[src/rtl/srs_pkg.sv]
package srs_pkg;

    typedef enum logic [0:0] {
        SRS_IDLE = 1'b0,
        SRS_EMIT = 1'b1
    } srs_state_e;

endpackage

[src/rtl/srs_ea_gen.sv]
module srs_ea_gen #(
    parameter int ADDR_W = 64,
    parameter int DISP_W = 16
) (
    input  logic [ADDR_W-1:0] base_i,
    input  logic              base_zero_i,
    input  logic [DISP_W-1:0] disp_i,
    output logic [ADDR_W-1:0] ea_o
);
    localparam int EXT_W = ADDR_W - DISP_W;

    logic [ADDR_W-1:0] base_eff;
    logic [ADDR_W-1:0] disp_ext;

    always_comb begin
        base_eff = base_zero_i ? '0 : base_i;
        disp_ext = {{EXT_W{disp_i[DISP_W-1]}}, disp_i};
        ea_o     = base_eff + disp_ext;
    end
endmodule

[src/rtl/srs_word_pick.sv]
module srs_word_pick #(
    parameter int XLEN   = 64,
    parameter int WORD_W = 32
) (
    input  logic [XLEN-1:0]   reg_val_i,
    output logic [WORD_W-1:0] word_o
);
    generate
        if (XLEN == WORD_W) begin : g_same
            assign word_o = reg_val_i;
        end else begin : g_low
            assign word_o = reg_val_i[WORD_W-1:0];
        end
    endgenerate
endmodule

[src/rtl/srs_ctrl.sv]
module srs_ctrl
    import srs_pkg::*;
#(
    parameter int ADDR_W   = 64,
    parameter int IDX_W    = 5,
    parameter int LAST_IDX = 31,
    parameter int STEP     = 4
) (
    input  logic              clk,
    input  logic              rst_n,
    input  logic              start_i,
    input  logic [IDX_W-1:0]  start_idx_i,
    input  logic [ADDR_W-1:0] start_addr_i,
    input  logic              mem_ready_i,
    output logic              busy_o,
    output logic              done_o,
    output logic [IDX_W-1:0]  idx_o,
    output logic [ADDR_W-1:0] addr_o
);
    localparam logic [IDX_W-1:0]  LAST_V = IDX_W'(LAST_IDX);
    localparam logic [ADDR_W-1:0] STEP_V = ADDR_W'(STEP);

    typedef struct packed {
        srs_state_e        st;
        logic [IDX_W-1:0]  idx;
        logic [ADDR_W-1:0] addr;
        logic              done;
    } ctl_t;

    ctl_t ctl_d, ctl_q;

    always_comb begin
        ctl_d      = ctl_q;
        ctl_d.done = 1'b0;
        case (ctl_q.st)
            SRS_IDLE: begin
                if (start_i) begin
                    ctl_d.st   = SRS_EMIT;
                    ctl_d.idx  = start_idx_i;
                    ctl_d.addr = start_addr_i;
                end
            end
            SRS_EMIT: begin
                if (mem_ready_i) begin
                    if (ctl_q.idx == LAST_V) begin
                        ctl_d.st   = SRS_IDLE;
                        ctl_d.done = 1'b1;
                    end else begin
                        ctl_d.idx  = ctl_q.idx + 1'b1;
                        ctl_d.addr = ctl_q.addr + STEP_V;
                    end
                end
            end
            default: ctl_d.st = SRS_IDLE;
        endcase
    end

    always_ff @(posedge clk or negedge rst_n) begin
        if (!rst_n) begin
            ctl_q <= '{st: SRS_IDLE, idx: '0, addr: '0, done: 1'b0};
        end else begin
            ctl_q <= ctl_d;
        end
    end

    assign busy_o = (ctl_q.st == SRS_EMIT);
    assign done_o = ctl_q.done;
    assign idx_o  = ctl_q.idx;
    assign addr_o = ctl_q.addr;
endmodule

[src/rtl/regrun_store_seq.sv]
module regrun_store_seq #(
    parameter int XLEN   = 64,
    parameter int NREG   = 32,
    parameter int DISP_W = 16,
    parameter int WORD_W = 32
) (
    input  logic                    clk,
    input  logic                    rst_n,
    input  logic                    start_i,
    input  logic [$clog2(NREG)-1:0] start_reg_i,
    input  logic [XLEN-1:0]         base_i,
    input  logic                    base_zero_i,
    input  logic [DISP_W-1:0]       disp_i,
    output logic                    busy_o,
    output logic                    done_o,
    output logic [$clog2(NREG)-1:0] rf_raddr_o,
    input  logic [XLEN-1:0]         rf_rdata_i,
    output logic                    mem_valid_o,
    input  logic                    mem_ready_i,
    output logic [XLEN-1:0]         mem_addr_o,
    output logic [WORD_W-1:0]       mem_wdata_o
);
    localparam int IDX_W    = $clog2(NREG);
    localparam int LAST_IDX = NREG - 1;
    localparam int STEP     = WORD_W / 8;

    logic [XLEN-1:0] ea_w;
    logic            busy_w;

    srs_ea_gen #(
        .ADDR_W (XLEN),
        .DISP_W (DISP_W)
    ) ea_i (
        .base_i      (base_i),
        .base_zero_i (base_zero_i),
        .disp_i      (disp_i),
        .ea_o        (ea_w)
    );

    srs_ctrl #(
        .ADDR_W   (XLEN),
        .IDX_W    (IDX_W),
        .LAST_IDX (LAST_IDX),
        .STEP     (STEP)
    ) ctrl_i (
        .clk          (clk),
        .rst_n        (rst_n),
        .start_i      (start_i),
        .start_idx_i  (start_reg_i),
        .start_addr_i (ea_w),
        .mem_ready_i  (mem_ready_i),
        .busy_o       (busy_w),
        .done_o       (done_o),
        .idx_o        (rf_raddr_o),
        .addr_o       (mem_addr_o)
    );

    srs_word_pick #(
        .XLEN   (XLEN),
        .WORD_W (WORD_W)
    ) pick_i (
        .reg_val_i (rf_rdata_i),
        .word_o    (mem_wdata_o)
    );

    assign busy_o      = busy_w;
    assign mem_valid_o = busy_w;
endmodule

[config.mk]
export PLATFORM = sky130hd
export DESIGN_NAME = regrun_store_seq
export DESIGN_NICKNAME = d
export VERILOG_FILES = /design/src/rtl/srs_pkg.sv /design/src/rtl/srs_ea_gen.sv /design/src/rtl/srs_word_pick.sv /design/src/rtl/srs_ctrl.sv /design/src/rtl/regrun_store_seq.sv
export SDC_FILE = /design/constraint.sdc
export NUM_CORES = 1
export LEC_CHECK = 0
export CORE_MARGIN = 2
export CORE_UTILIZATION = 39
export DETAILED_ROUTE_END_ITERATION = 16
export MAX_ROUTING_LAYER = met4
export PLACE_DENSITY = 0.68
export SLEW_MARGIN = 20
export SYNTH_ARGS = -nofsm -noshare
export SYNTH_HDL_FRONTEND = slang
export SYNTH_SLANG_ARGS = --single-unit
[constraint.sdc]
create_clock -name clk -period 6.1 [get_ports clk]
set_input_delay 1.22 -clock clk [delete_from_list [all_inputs] [get_ports clk]]
set_output_delay 1.22 -clock clk [all_outputs]
set_load 0.1 [all_outputs]
; ---- Yosys cells after proc, flatten, opt, wreduce, memory -nomap -nowiden
; Cells that the tools add are included.
; W data, S select, Z words.
[totals]
register_bits = 71
elab_cells = 21
out_inout_bits = 104
input_bits = 154
[classes]
n_bitwise = 1
mux = 8
add_sub_neg = 3
n_reduce_logical = 1
eq_ne = 4
[ops]
columns = cell, n
row1 = $pmux W70 S2, 1
row2 = $mux W71, 1
row3 = $mux W70, 1
row4 = $mux W69, 1
row5 = $add A64 B3 Y64 const B, 1
row6 = $add A64 B64 Y64, 1
row7 = $mux W64, 1
row8 = $ne A2 B2 Y1 const B, 3
row9 = $add A5 B1 Y5 const B, 1
row10 = $eq A5 B5 Y1 const B, 1
row11 = $mux W1, 3
row12 = $reduce_and A3 Y1, 1
row13 = $not A1 Y1, 1

; ---- Logic depth before layout (Yosys ltp)
[logic_depth]
depth_word = 4
ltp_mapped = 16
mapped_depth_nobuf = 14

; ---- Cells and area by module
; Synthesis repeated with hierarchy kept, for this count alone.
[unflattened]
cells_unflattened = 1166
area_unflattened_um2 = 8873.5
[modules_own_cells]
columns = module, seq_area_each_um2, cells_per_inst, area_each_um2, instances
row1 = srs_ctrl, 1776.7, 504, 4400.5, 1
row2 = srs_ea_gen, 0.0, 629, 4225.3, 1
row3 = srs_word_pick, 0.0, 32, 240.2, 1
row4 = regrun_store_seq, 0.0, 1, 7.5, 1

; ---- Least setup slack after synthesis
; OpenSTA, ideal clock, no wires.
[synth_path]
kind = input-to-reg
start = in base_zero_i
end = reg ctrl_i.ctl_q (netlist bit ctrl_i.addr_o[54])
slack_ns = 1.853
n_path_buf = 3
stages = 15
required_ns = 5.926
arrival_time_ns = 4.073
setup_time_ns = 0.174
path_cell_list = clkbuf_1 > clkbuf_1 > nor2b_1 > ha_1 > buf_2 > and4_1 > and2_1 > a221o_1 > a31oi_1 > a2111o_1 > nand4_1 > a31oi_2 > a21oi_1 > xnor2_1 > o221ai_1
[synth_between]
elab_chain_cells = 4
[synth_rtl]
columns = item, line_no
row1 = "start, declared", regrun_store_seq.sv:12  ; input logic base_zero_i,
row2 = $mux W64, srs_ea_gen.sv:16  ; base_eff = base_zero_i ? '0 : base_i;
row3 = $add A64 B64 Y64, srs_ea_gen.sv:18  ; ea_o = base_eff + disp_ext;
row4 = $mux W70, srs_ctrl.sv:37  ; if (start_i) begin
row5 = $pmux W70 S2, srs_ctrl.sv:35  ; case (ctl_q.st)
row6 = "end signal, assigned", srs_ctrl.sv:60  ; ctl_q <= '{st: SRS_IDLE, idx: '0, addr: '0, done: 1'b0};
row7 = "end signal, assigned", srs_ctrl.sv:62  ; ctl_q <= ctl_d;
row8 = "end, declared", srs_ctrl.sv:30  ; ctl_t ctl_d, ctl_q;
; Every way passes these cells. The select of a mux whose other input is x is not followed.
; A chain may end at the register's enable or synchronous reset.

; ---- Worst setup path in the final report
[layout_path]
start = in base_i[0]
end = reg ctrl_i.ctl_q (netlist bit ctrl_i.addr_o[56])
[layout_between]
elab_chain_cells = 4
[layout_rtl]
columns = item, line_no
row1 = "start, declared", regrun_store_seq.sv:11  ; input logic [XLEN-1:0] base_i,
row2 = $mux W64, srs_ea_gen.sv:16
row3 = $add A64 B64 Y64, srs_ea_gen.sv:18
row4 = $mux W70, srs_ctrl.sv:37
row5 = $pmux W70 S2, srs_ctrl.sv:35
; Every way passes these cells. The select of a mux whose other input is x is not followed.

==> metrics.txt <==
post-CTS sizing=0; WL per Instance=between 15 and 20 um; Synth area leaders=dfrtp_1 21%, ha_1 9.7%, a21oi_1 6.1%; number of nets still failing antenna checks after routing=0; Skew-Pair Late Insertion Delay=340 ps; aggregate global-route resource usage=0.2339; first-pass GRT wire length=around 42000 um; power density over the cells=277.6 nW/um2; Hold Fails Final Rpt=0; max frequency=about 210 MHz; Leak=about 4.4 nW; Layout area overhead=22.39%; YS warnings=0; period utilization=0.7706; CP Data Required Time=~6300 ps; VDD IR-drop max=0.1803 mV; CTS tree=yes; CTS Sinks=between 70 and 80; power share of the combinational group=0.554; clock root buffer=clkbuf_16; DP HPWL=20490 um; vias=8838; layout cells sized above 1=0.04545; Die Area=22990 um2; worst-margin pin slew=1071 ps; total CTS buffers=9; Worst setup EP type=flop; Setup Fix Bufs, Post-CTS=0; R2R setup slack=between 3000 and 4000 ps; ys flop type=dfrtp_1; HP Class=reg2reg; cts hold-fix bufs=0; Sequential Power Share=0.243; crit path launch type=input pin; clock network power share=0.203; flops & latches, synth=between 70 and 80; IO Port Bufs=between 150 and 200; final net count=1448; sw frac=0.5161; Tmin final=approximately 4700 ps; Pwr Total=about 0.0029 W; Syn Nets=1354; Iter 0 DRT Violations=550; Slew HR=0.2837; Post-Synthesis Cells=approximately 1100; Die Y=roughly 150 um; Via density=5.845; io pins=258; row count=between 50 and 60; Detailed Route WL=about 26000 um; Placer Congestion=roughly 0.95; drt first pass iters=5; total global routing overflow=0; crit path DAT=4890 ps; Layout Cells excl Fill=approximately 1500; EDFF count, synth=0; width of the die=151.6 um; post-synth top area cell=dfrtp_1; unrepaired setup endpoints after global routing=no; Mapped Area=between 8000 and 9000 um2; vias in the first global route=about 8100; largest net degree at the start of global routing=slightly above 70; initial antenna violation count=0; Initial Util=0.3931; synth unique cells=a little under 80; Ant. Diodes=0; skew final=approximately 9 ps; Fillers=2165; DRC=0; P_int=approximately 0.0014 W; Net Switching=between 0.001 and 0.0015 W; status=completed; crit path kind=in2reg; CP Max Fanout=3; Cells after DPL=between 1000 and 1500; clock slew at reported path FFs=60 ps; Seq/Total Area, Yosys=0.2090; share of the synthesized area in the top cell type=0.2090; post-synthesis async set-or-reset flop share=1.000; final setup fails=0; clock tree buffer depth=2; CTS H-tree depth=3; MaxCap Viol Count=0; setup TNS=0 ps; syn_area_per_cell=about 7.5 um2; Core Area=about 22000 um2; max-slew violations=0
## placed cells by master, fill, tap and decap left out, types with 4 or more instances in the layout
cell | netlist | layout
clkdlybuf4s50_1 | 0 | 158
nand2_1 | 119 | 119
a21oi_1 | 104 | 104
o21ai_0 | 82 | 82
dfrtp_1 | 71 | 71
nor2b_1 | 70 | 69
ha_1 | 66 | 66
nor2_1 | 56 | 55
nand3_1 | 41 | 41
a21o_1 | 38 | 38
xnor2_1 | 38 | 38
xor2_1 | 32 | 32
nand4_1 | 31 | 31
and3_1 | 30 | 30
inv_1 | 26 | 26
o21ai_1 | 20 | 20
a31oi_1 | 19 | 19
nor3_1 | 17 | 17
o21bai_1 | 16 | 16
and2_1 | 14 | 14
o211ai_1 | 10 | 10
o221ai_1 | 10 | 10
buf_4 | 33 | 10
and4_1 | 9 | 9
a22oi_1 | 9 | 9
clkbuf_16 | 0 | 9
a211oi_1 | 8 | 8
or3_1 | 7 | 7
nor4_1 | 7 | 7
nand2b_1 | 7 | 6
a221o_1 | 5 | 5
mux2i_1 | 5 | 5
o311ai_0 | 5 | 5
or2_2 | 4 | 4
o31ai_1 | 4 | 4
a221oi_1 | 4 | 4
## cell usage after synthesis (4+ instances only)
master,instances
and2_1,14
xor2_1,32
inv_1,26
buf_2,4
o221ai_1,10
a211oi_1,8
o311ai_0,5
nor4_1,7
a31oi_1,19
nand2_1,119
or3_1,7
o21ai_0,82
and4_1,9
nor2b_1,70
a21o_1,38
ha_1,66
and3_1,30
nor2_1,56
mux2i_1,5
dfrtp_1,71
nand2b_1,7
nand3_1,41
a22oi_1,9
xnor2_1,38
nand4_1,31
a21oi_1,104
o31ai_1,4
nor3_1,17
buf_4,33
a221o_1,5
or2_2,4
clkbuf_1,50
o21ai_1,20
o211ai_1,10
a221oi_1,4
o21bai_1,16
## power by group through the flow
stage	Sequential, W	Clock [W]	Combinational [W]
after detailed placement	0.000708	0	0.00159
final	0.000703	0.000586	0.00160
after CTS	0.000701	0.000585	0.00160
after floorplan	0.00137	0	0.000582
after global placement	0.000704	0	0.00158
after global routing	0.000719	0.000607	0.00169
## worst max-delay path: stages
cell and delay [ps]:
clkdlybuf4s50_1 450, nor2b_1 190, ha_1 230, inv_1 60
fa_1 390, nor2b_1 170, o2111ai_1 150, a21boi_0 440
o211ai_1 330, a211oi_1 310, nor2_1 120, o21ai_1 330
a21oi_1 150, xor2_1 190, o221ai_1 140
## sequential cells by signal (all words and copies together), names as in the netlist
name           flops
ctrl_i.busy_o      1
ctrl_i.idx_o       5
ctrl_i.done_o      1
ctrl_i.addr_o     64
## cells by family (layout without fill, tap and decap cells)
group / Yosys count / after routing / synth area share
muxes: 10 / 10 / 0.01251
DFF: 71 / 71 / 0.2090
buffers and inverters: 115 / 214 / 0.06683
and+or+nand+nor: 434 / 434 / 0.2710
xor gates and xnor gates: 70 / 70 / 0.07213
AOI/OAI and AO/OA: 366 / 366 / 0.2690
adders and majority gates: 67 / 67 / 0.09951
## worst paths after layout
kind,from,endpoint,cells after the start
setup / recovery,base_i[0],ctrl_i.addr_o[56],15
hold / removal,ctrl_i.addr_o[0],ctrl_i.addr_o[0],2
setup reg to reg,ctrl_i.idx_o[0],ctrl_i.addr_o[63],11
hold reg to reg,ctrl_i.addr_o[0],ctrl_i.addr_o[0],2
max in group asynchronous,rst_n,ctrl_i.addr_o[48],2
min in group asynchronous,rst_n,ctrl_i.addr_o[12],2
## final cells by class
type	count	area, um2	share of cell area
clock inverters	5	81.33	0.007818
inverters	26	97.59	0.009382
multi-input cells	947	6162	0.5924
flip-flops and latches	71	1777	0.1708
well taps	280	350.3	0.03368
clock buffers	11	242.7	0.02333
repair buffers	172	1692	0.1626
## metrics by stage
step / instance area [um2] / utilization / hold WS (ps) / setup WS [ps]
floorplan: 8499 / - / 924.4 / 1853
global placement: 10080 / 0.4661 / 461.2 / 1048
finish: 10400 / 0.4811 / 484.9 / 1399
detailed placement: 10080 / 0.4661 / 478.7 / 1058
global route: 10400 / 0.4811 / 537.9 / 1046
CTS: 10400 / 0.4811 / 493.0 / 1393
## metal layers
metal  routed length (um)  vias to the layer above  GRT usage
li1                     -                     4312          -
met1                12200                     4213     0.3137
met2                12140                      287     0.3740
met3                 1785                       26    0.04581
met4                  282                        0    0.03843
met5                    0                        -          -
No activity file was read; power rests on OpenSTA's default activity.
